**config.mk**
```make
export PLATFORM = sky130hd
export DESIGN_NAME = mmu_chk_region
export DESIGN_NICKNAME = d
export VERILOG_FILES = /design/src/rtl/mmu_chk_pkg.sv /design/src/rtl/mmu_chk_region.sv
export SDC_FILE = /design/constraint.sdc
export NUM_CORES = 1
export LEC_CHECK = 0
export ABC_AREA = 1
export BUFFER_PORTS_ARGS = -buffer_cell sky130_fd_sc_hd__clkbuf_2
export CORE_MARGIN = 5
export CORE_UTILIZATION = 41
export DETAILED_ROUTE_END_ITERATION = 16
export PLACE_DENSITY = 0.67
export SLEW_MARGIN = 5
export SYNTH_ARGS = -nofsm -noshare
export SYNTH_HDL_FRONTEND = slang
export SYNTH_SLANG_ARGS = --single-unit
```
**constraint.sdc**
```tcl
create_clock -name vclk -period 6.5
set_input_delay 0.65 -clock vclk [all_inputs]
set_output_delay 0.65 -clock vclk [all_outputs]
set_load 0.01 [all_outputs]
```
**src/rtl/mmu_chk_pkg.sv**
```systemverilog
package mmu_chk_pkg;
  localparam int EXC_W = 12;

  typedef enum logic [1:0] {
    ACC_FETCH = 2'd0,
    ACC_READ  = 2'd1,
    ACC_WRITE = 2'd2
  } acc_kind_e;

  typedef enum logic [2:0] {
    ERR_NONE = 3'd0,
    ERR_BAD  = 3'd1,
    ERR_MISS = 3'd2,
    ERR_MHIT = 3'd3,
    ERR_PROT = 3'd4,
    ERR_FW   = 3'd5
  } acc_err_e;

  localparam logic [EXC_W-1:0] EV_MISS_W = 12'h060;
  localparam logic [EXC_W-1:0] EV_MISS_R = 12'h040;
  localparam logic [EXC_W-1:0] EV_PROT_W = 12'h0C0;
  localparam logic [EXC_W-1:0] EV_PROT_R = 12'h0A0;
  localparam logic [EXC_W-1:0] EV_FW     = 12'h080;
  localparam logic [EXC_W-1:0] EV_BAD_W  = 12'h100;
  localparam logic [EXC_W-1:0] EV_BAD_R  = 12'h0E0;
  localparam logic [EXC_W-1:0] VEC_MISS  = 12'h400;
  localparam logic [EXC_W-1:0] VEC_OTHER = 12'h100;
endpackage

```
**src/rtl/mmu_chk_region.sv**
```systemverilog
module mmu_chk_region
  import mmu_chk_pkg::*;
#(
  parameter int ADDR_W  = 32,
  parameter int LINE_SH = 5
) (
  input  logic [ADDR_W-1:0] addr_i,
  input  logic [1:0]        size_i,
  input  logic [1:0]        kind_i,
  input  logic              priv_i,
  input  logic              xlat_en_i,
  input  logic              sq_user_lock_i,
  input  logic [ADDR_W-1:0] sq_base0_i,
  input  logic [ADDR_W-1:0] sq_base1_i,
  input  logic              tlb_hit_i,
  input  logic              tlb_multi_i,
  input  logic [ADDR_W-1:0] tlb_addr_i,
  input  logic [1:0]        tlb_pr_i,
  input  logic              tlb_dirty_i,
  output acc_err_e          err_o,
  output logic [ADDR_W-1:0] phys_o
);
  localparam int TOP = ADDR_W - 1;

  logic [2:0]        align_mask;
  logic              misal, in_sq, is_data, is_write, seg_bypass, priv_win;
  logic              use_tlb;
  logic [ADDR_W-1:0] line_addr, sq_base;

  assign align_mask = 3'((4'd1 << size_i) - 4'd1);
  assign misal      = |(addr_i[2:0] & align_mask);
  assign in_sq      = addr_i[TOP:TOP-5] == 6'b111000;
  assign is_data    = kind_i != ACC_FETCH;
  assign is_write   = kind_i == ACC_WRITE;
  // P1, P2, P4 segments are never translated
  assign seg_bypass = (addr_i[TOP:TOP-2] == 3'b100) || (addr_i[TOP:TOP-2] == 3'b101) ||
                      (addr_i[TOP:TOP-2] == 3'b111);
  assign priv_win   = priv_i && (addr_i[TOP:TOP-5] == 6'b011111);
  assign line_addr  = {addr_i[TOP:LINE_SH], {LINE_SH{1'b0}}};
  assign sq_base    = addr_i[LINE_SH] ? sq_base1_i : sq_base0_i;

  always_comb begin
    err_o   = ERR_NONE;
    phys_o  = addr_i;
    use_tlb = 1'b0;
    if (misal) begin
      err_o = ERR_BAD;
    end else if (in_sq && is_data) begin
      if ((addr_i[1:0] != 2'b00) || (sq_user_lock_i && !priv_i)) begin
        err_o = ERR_BAD;
      end else if (!xlat_en_i) begin
        phys_o = sq_base + line_addr;
      end else begin
        use_tlb = 1'b1;
        phys_o  = {tlb_addr_i[TOP:LINE_SH], {LINE_SH{1'b0}}};
      end
    end else if (!priv_i && addr_i[TOP]) begin
      err_o = ERR_BAD;
    end else if (priv_win || !xlat_en_i || seg_bypass) begin
      phys_o = addr_i;
    end else begin
      use_tlb = 1'b1;
      phys_o  = tlb_addr_i;
    end

    if (use_tlb) begin
      if (tlb_multi_i)                    err_o = ERR_MHIT;
      else if (!tlb_hit_i)                err_o = ERR_MISS;
      else if (!tlb_pr_i[1] && !priv_i)   err_o = ERR_PROT;
      else if (is_write && !tlb_pr_i[0])  err_o = ERR_PROT;
      else if (is_write && !tlb_dirty_i)  err_o = ERR_FW;
    end
  end
endmodule

```
==> results of run 1 <==
==> cells in the final DEF, fill, tap and decap left out, types with 4 or more instances in the layout <==
cell,n
a21oi_1,78
buf_4,4
clkbuf_2,175
ha_1,26
inv_1,126
nand2_1,415
nand3_1,47
nand3_2,4
nand4_1,9
nor2_1,49
nor2_2,7
nor3_1,5
o211ai_1,6
o21ai_0,41
o21ai_1,6
xor2_1,5
==> routing by layer <==
| metal | part of all wire | up-vias | global-route usage |
|---|---|---|---|
| li1 | - | 3105 | - |
| met3 | 0.085 | 16 | 0.01996 |
| met4 | 0.0098 | 0 | 0.03206 |
| met1 | 0.47 | 2561 | 0.3605 |
| met2 | 0.43 | 221 | 0.4142 |
| met5 | 0 | - | 0 |
==> report_power, final <==
part | leakage [nW] | switching [W] | internal (W)
combinational | 3.15 | 0.000276 | 0.000160
clock | 0 | 0 | 0
sequential | 0 | 0 | 0
==> tightest hold or removal path: cells and delay by family <==
kind                   cells  cell delay (ps)
AND/OR/NAND/NOR            1               50
buffers and inverters      2              220
==> layout make-up <==
type | instances | area, um^2 | share of cell area
tap | 133 | 166.4 | 0.03328
multi-input combinational | 729 | 3440 | 0.6879
timing repair buffer | 179 | 905.9 | 0.1812
inverter | 130 | 488.0 | 0.09760
==> metrics by stage <==
step	std cells	hold slack, ps	setup WS [ps]	power, W	area (um^2)
6_report	1171	1571	1889	0.0004360	5000
3_5_place_dp	1171	1572	1928	0.0004316	5000
2_1_floorplan	890	1354	3146	0.0002852	4083
3_3_place_gp	1171	1568	1998	0.0004291	5000
5_1_grt	1171	1589	1513	0.0004916	5000
4_1_cts	1171	1574	1909	0.0004336	5000
==> cells by family after synthesis <==
family	after synthesis
XOR/XNOR	8
adder cells (fa/ha/maj)	27
AND/OR/NAND/NOR	545
buffers and inverters	161
AO/OA/AOI/OAI	149
==> how the worst min path moves through the flow <==
stage                 from        to  slack [ps]  cells after the start
2_1_floorplan  tlb_multi_i  err_o[2]        1350                      1
3_3_place_gp   tlb_multi_i  err_o[2]        1570                      3
3_5_place_dp   tlb_multi_i  err_o[2]        1570                      3
4_1_cts        tlb_multi_i  err_o[2]        1570                      3
5_1_grt          tlb_hit_i  err_o[1]        1590                      3
6_report       tlb_multi_i  err_o[2]        1570                      3
==> results.md, run 1 <==
* Fmax at 216.9 MHz
* FILL cells at 1,147
* Post-synth top area cell: nand2_1
* Peak supply drop at 34.79 uV
* Slew headroom at 0.2927
* DP HPWL at 13,110 um
* Setup tns final at 0 ps
* CP delay by family, top: buffers and inverters
* Pin count of the biggest net entering global routing at 46
* Worst min path class: primary input to primary output
* Worst-path maximum fanout at 35
* Row cnt at 36
* Critical Path Start Type: primary input
* Sequential standard cell area at 0 um^2
* Mux cell area share after synthesis at 0
* Hold-fix buffers, CTS at 0
* Final Wtd Congestion at 0.9251
* Post-synthesis cell type count at 41
* DRT iter0 DRCs at 452
* Vias in the first global route at 5,141
* Area Overhead vs Synth at 22.46%
* Slew Limit Fails at 0
* WP data required at 5850 ps
* Arr. time, crit path at 3960 ps
* Final Util at 0.5139
* Mapped Cells at 890
* Worst setup EP type: primary output
* Setup Crit Path Kind: primary input to primary output
* Largest family of logic cells by synthesized area: simple AND/OR/NAND/NOR gates
* Proportion of layout cells with a drive suffix above 1 at 0.1917
* CP max stage cell: inv_1
* Postcts setup bufs at 0
* Vias at 5,903
* Drt drc at 0
* WL/cell at 13.56 um
* Total Routing Usage GR at 0.2502
* Syn Area/Cell at 4.587 um^2
* Die area at 12,050 um^2
* Via density per instance at 5.041
* Post-Synth Adder-Cell Area at 0.08458
* Final setup vio count at 0
* Top post-synthesis cells by area: nand2_1 38%, inv_1 12%, a21oi_1 9.6%
* Post-route ant nets at 0
* Run status: complete, no violations
* RSZ-0062 raised after global routing: false
* Horiz. Die Dim at 109.8 um
* WP depth at 23
* CORE AREA at 9729 um^2
* Synth Area in Simple Gates at 0.5418
* Crit path top cell by count: nand2_1
* Clock Buffer Count at 0
* Post-synth top area share at 0.3816
* Grt total ovfl at 0
* Crit path to: phys_o[21]
* PD cells at 87.21 nW/um^2
* Synth warn at 0
* Worst path cell trace: clkbuf_2 > buf_4 > inv_1 > nand2_1 > nand2_1 > ha_1 > inv_1 > fa_1 > inv_1 > nand3_1 > nand3_1 > nand2_1 > nand2_1 > inv_1 > nor2_1 > nor2_1 > nand2_1 > nand3_1 > nand2_1 > nand2_1 > nand2_1 > nand2_1 > clkbuf_2
* Buffers added on ports at 175
* XOR/XNOR share of the synthesized area at 0.01716
* Top-count cell post-synth: nand2_1
* Sequential share of the synthesized area at 0
* Static leakage at 3.152 nW
* Slew of the pin with the lowest slew margin at 1060 ps
* Initial core utilization at 0.4196
* Commonest cells post-synth: 415 x nand2_1, 126 x inv_1, 78 x a21oi_1, 49 x nor2_1, 47 x nand3_1
* Crit path launch: addr_i[5]
* Initial antenna violation count at 0
* Io pins at 175
* Fin crit period at 4611 ps
* Nets@finish at 1,207
* Final hold violations at 0
* TritonRoute pass-1 iters at 5
* Compound-gate portion of the synthesized area at 0.1980
* Buf/Inv on CP at 7
* N_diodes at 0
* Die Y-Extent at 109.8 um
* Syn nets at 1,057
* Wirelength, routed at 15,880 um
* CP max stage delay at 820 ps
* Post-cts repair resize count at 0
* Max_cap viols at 0
* First-pass GRT wire length at 24,670 um
* Fin crit share at 0.7094
* Netlist Area Pre-Place at 4083 um^2
* Num sequential at 0
(Power assumes the default switching activity.)
==> inputs of run 2 (changes only) <==
PLACE_DENSITY = 0.7   (was 0.67)
clock period = 3.8 ns   (was 6.5 ns; I/O delays follow)
==> run 2 against run 1 <==
  * Total power is 72% higher
  * Final area is 0.75% higher
  * Critical endpoint unchanged
  * Critical path type unchanged
  * Non-clock buffer count up 5
  * Combinational power rose by 72%
  * Largest power group unchanged
  * Via count grew 1.0%
  * Global-route usage shrank 0.082 points
  * Critical path depth decreased by 1
==> results.md, run 2 (synthesis results as in run 1) <==
* Setup Crit Path Kind: primary input to primary output
* Clock Buffer Count at 0 (unchanged)
* Total Routing Usage GR at 0.2494 (-0.0008220)
* Grt total ovfl at 0 (unchanged)
* Static leakage at 3.176 nW (+0.76%)
* Busiest grt layer: met2
* DP HPWL at 12,930 um (-1.4%)
* Final hold violations at 0 (unchanged)
* Switch share at 0.6300 (-0.002982)
* CP delay by family, top: simple AND/OR/NAND/NOR gates
* WL/cell at 13.24 um (-2.4%)
* Clock share of power at 0 (unchanged)
* Slew Limit Fails at 0 (unchanged)
* Buf/Inv on CP at 6 (-1)
* Met3 usage at 0.02877 (+0.008808)
* Peak supply drop at 71.15 uV (+100%)
* Nets@finish at 1,212 (+0.41%)
* Post-cts repair resize count at 0 (unchanged)
* GRT met2 Usage at 0.4272 (+0.01300)
* Initial core utilization at 0.4196 (unchanged)
* Run status: complete, no violations
* Crit path launch: addr_i[5]
* Fin worst setup slack at 549.7 ps (-1339 ps)
* Area after DPL at 5037 um^2 (+0.75%)
* Fmax at 307.7 MHz
* Slew of the pin with the lowest slew margin at 632.9 ps (-426.9 ps)
* Worst path cell trace: clkbuf_2 > buf_4 > nand2_1 > nand2_1 > ha_1 > inv_1 > fa_1 > inv_1 > nand3_1 > nand3_1 > nand2_1 > nand2_1 > inv_1 > nor2_1 > nor2_1 > nand2_1 > nand3_1 > nand2_1 > nand2_1 > nand2_1 > nand2_1 > clkbuf_2
* Worst-path maximum fanout at 27 (-23%)
* CP max stage delay at 400 ps (-420 ps)
* Max_cap viols at 0 (unchanged)
* Slew headroom at 0.5775 (+0.2848)
* Sequential standard cell area at 0 um^2 (unchanged)
* GR Util met1 at 0.3386 (-0.02196)
* Critical Path Start Type: primary input
* Int Power at 0.0002768 W (+73%)
* First-pass GRT wire length at 24,700 um (about the same)
* Row cnt at 36 (unchanged)
* Final Wtd Congestion at 0.9551 (+3.2%)
* Finished Layout Cells at 1,176 (+0.43%)
* Fin crit share at 0.8553
* Drt drc at 0 (unchanged)
* Hold-fix buffers, CTS at 0 (unchanged)
* Crit path top cell by count: nand2_1
* Area Overhead vs Synth at 23.38%
* Die Y-Extent at 109.8 um (unchanged)
* Postcts setup bufs at 0 (unchanged)
* Dpl ws at 588.6 ps (-1340 ps)
* Crit path to: phys_o[21]
* FILL cells at 1,134 (-1.1%)
* Final Util at 0.5177 (+0.003858)
* Proportion of layout cells with a drive suffix above 1 at 0.1956 (+0.003875)
* Post-route ant nets at 0 (unchanged)
* Arr. time, crit path at 2870 ps (-1090 ps)
* WP data required at 3420 ps (-2430 ps)
* PD cells at 148.5 nW/um^2 (+70%)
* Vias in the first global route at 5,271 (+2.5%)
* N_diodes at 0 (unchanged)
* Commonest non-fill, non-tap cell in the layout: nand2_1
* Num sequential at 0 (unchanged)
* Pin count of the biggest net entering global routing at 45 (-2.2%)
* Initial antenna violation count at 0 (unchanged)
* Flop pwr share at 0 (unchanged)
* Fin crit period at 3250 ps
* Buffers added on ports at 175 (unchanged)
* Most frequent cells in the layout: 415 x nand2_1, 175 x clkbuf_2, 126 x inv_1
* NetSw at 0.0004713 W (+71%)
* Vias at 5,962 (+1.0%)
* Part of the power in combinational logic at 1.000 (about the same)
* Setup tns final at 0 ps (unchanged)
* Horiz. Die Dim at 109.8 um (unchanged)
* WP depth at 22 (-4.3%)
* Finished Cell Area at 5037 um^2 (+0.75%)
* Io pins at 175 (unchanged)
* TritonRoute pass-1 iters at 5 (unchanged)
* Worst setup EP type: primary output
* Placed cell count at 1,176 (+0.43%)
* CORE AREA at 9729 um^2 (unchanged)
* CP max stage cell: fa_1
* DRT iter0 DRCs at 473 (+4.6%)
* Worst min path class: primary input to primary output
* RSZ-0062 raised after global routing: false
* Final setup vio count at 0 (unchanged)
* Via density per instance at 5.070 (+0.57%)
* Wirelength, routed at 15,570 um (-2.0%)
* Die area at 12,050 um^2 (unchanged)
==> run 2: cell count changes in the layout (fill, tap and decap cells not counted) <==
cell   change
buf_4      +5
==> run 2: area by class of cell <==
| type | instances | area [um^2] | share of cell area |
|---|---|---|---|
| multi-input cells | 729 | 3440 | 0.6828 |
| repair buffers | 184 | 943.4 | 0.1873 |
| inverters | 130 | 488.0 | 0.09687 |
| well taps | 133 | 166.4 | 0.03304 |
==> run 2: metal layers <==
layer / share of wire / up-vias
met2: 0.45 / 277
met1: 0.43 / 2550
met4: 0.018 / 0
met3: 0.10 / 26
li1: - / 3109
met5: 0 / -
==> run 2: how the worst min path moves through the flow <==
stage / start / end / slack, ps / cells past startpoint
after floorplan: tlb_multi_i / err_o[2] / 810 / 1
after global placement: tlb_multi_i / err_o[2] / 1040 / 3
after detailed placement: tlb_multi_i / err_o[2] / 1040 / 3
after CTS: tlb_multi_i / err_o[2] / 1040 / 3
after global routing: tlb_multi_i / err_o[2] / 1060 / 3
final: tlb_multi_i / err_o[2] / 1040 / 3
==> run 2: per-stage QoR <==
stage	hold WS [ps]	total power (W)
after floorplan	814.4	0.0004879
after global placement	1036	0.0007334
after detailed placement	1038	0.0007380
after CTS	1041	0.0007422
after global routing	1061	0.0008495
final	1040	0.0007480
==> run 2: power groups by stage <==
stage / Sequential (W) / Combinational [W] / Clock, W
finish: 0 / 0.000748 / 0
CTS: 0 / 0.000742 / 0
global route: 0 / 0.000849 / 0
detailed placement: 0 / 0.000738 / 0
floorplan: 0 / 0.000488 / 0
global placement: 0 / 0.000733 / 0
==> run 2: tightest hold or removal path, cell delays in order <==
cell,delay [ps]
clkbuf_2,110
nor3_1,60
clkbuf_2,120
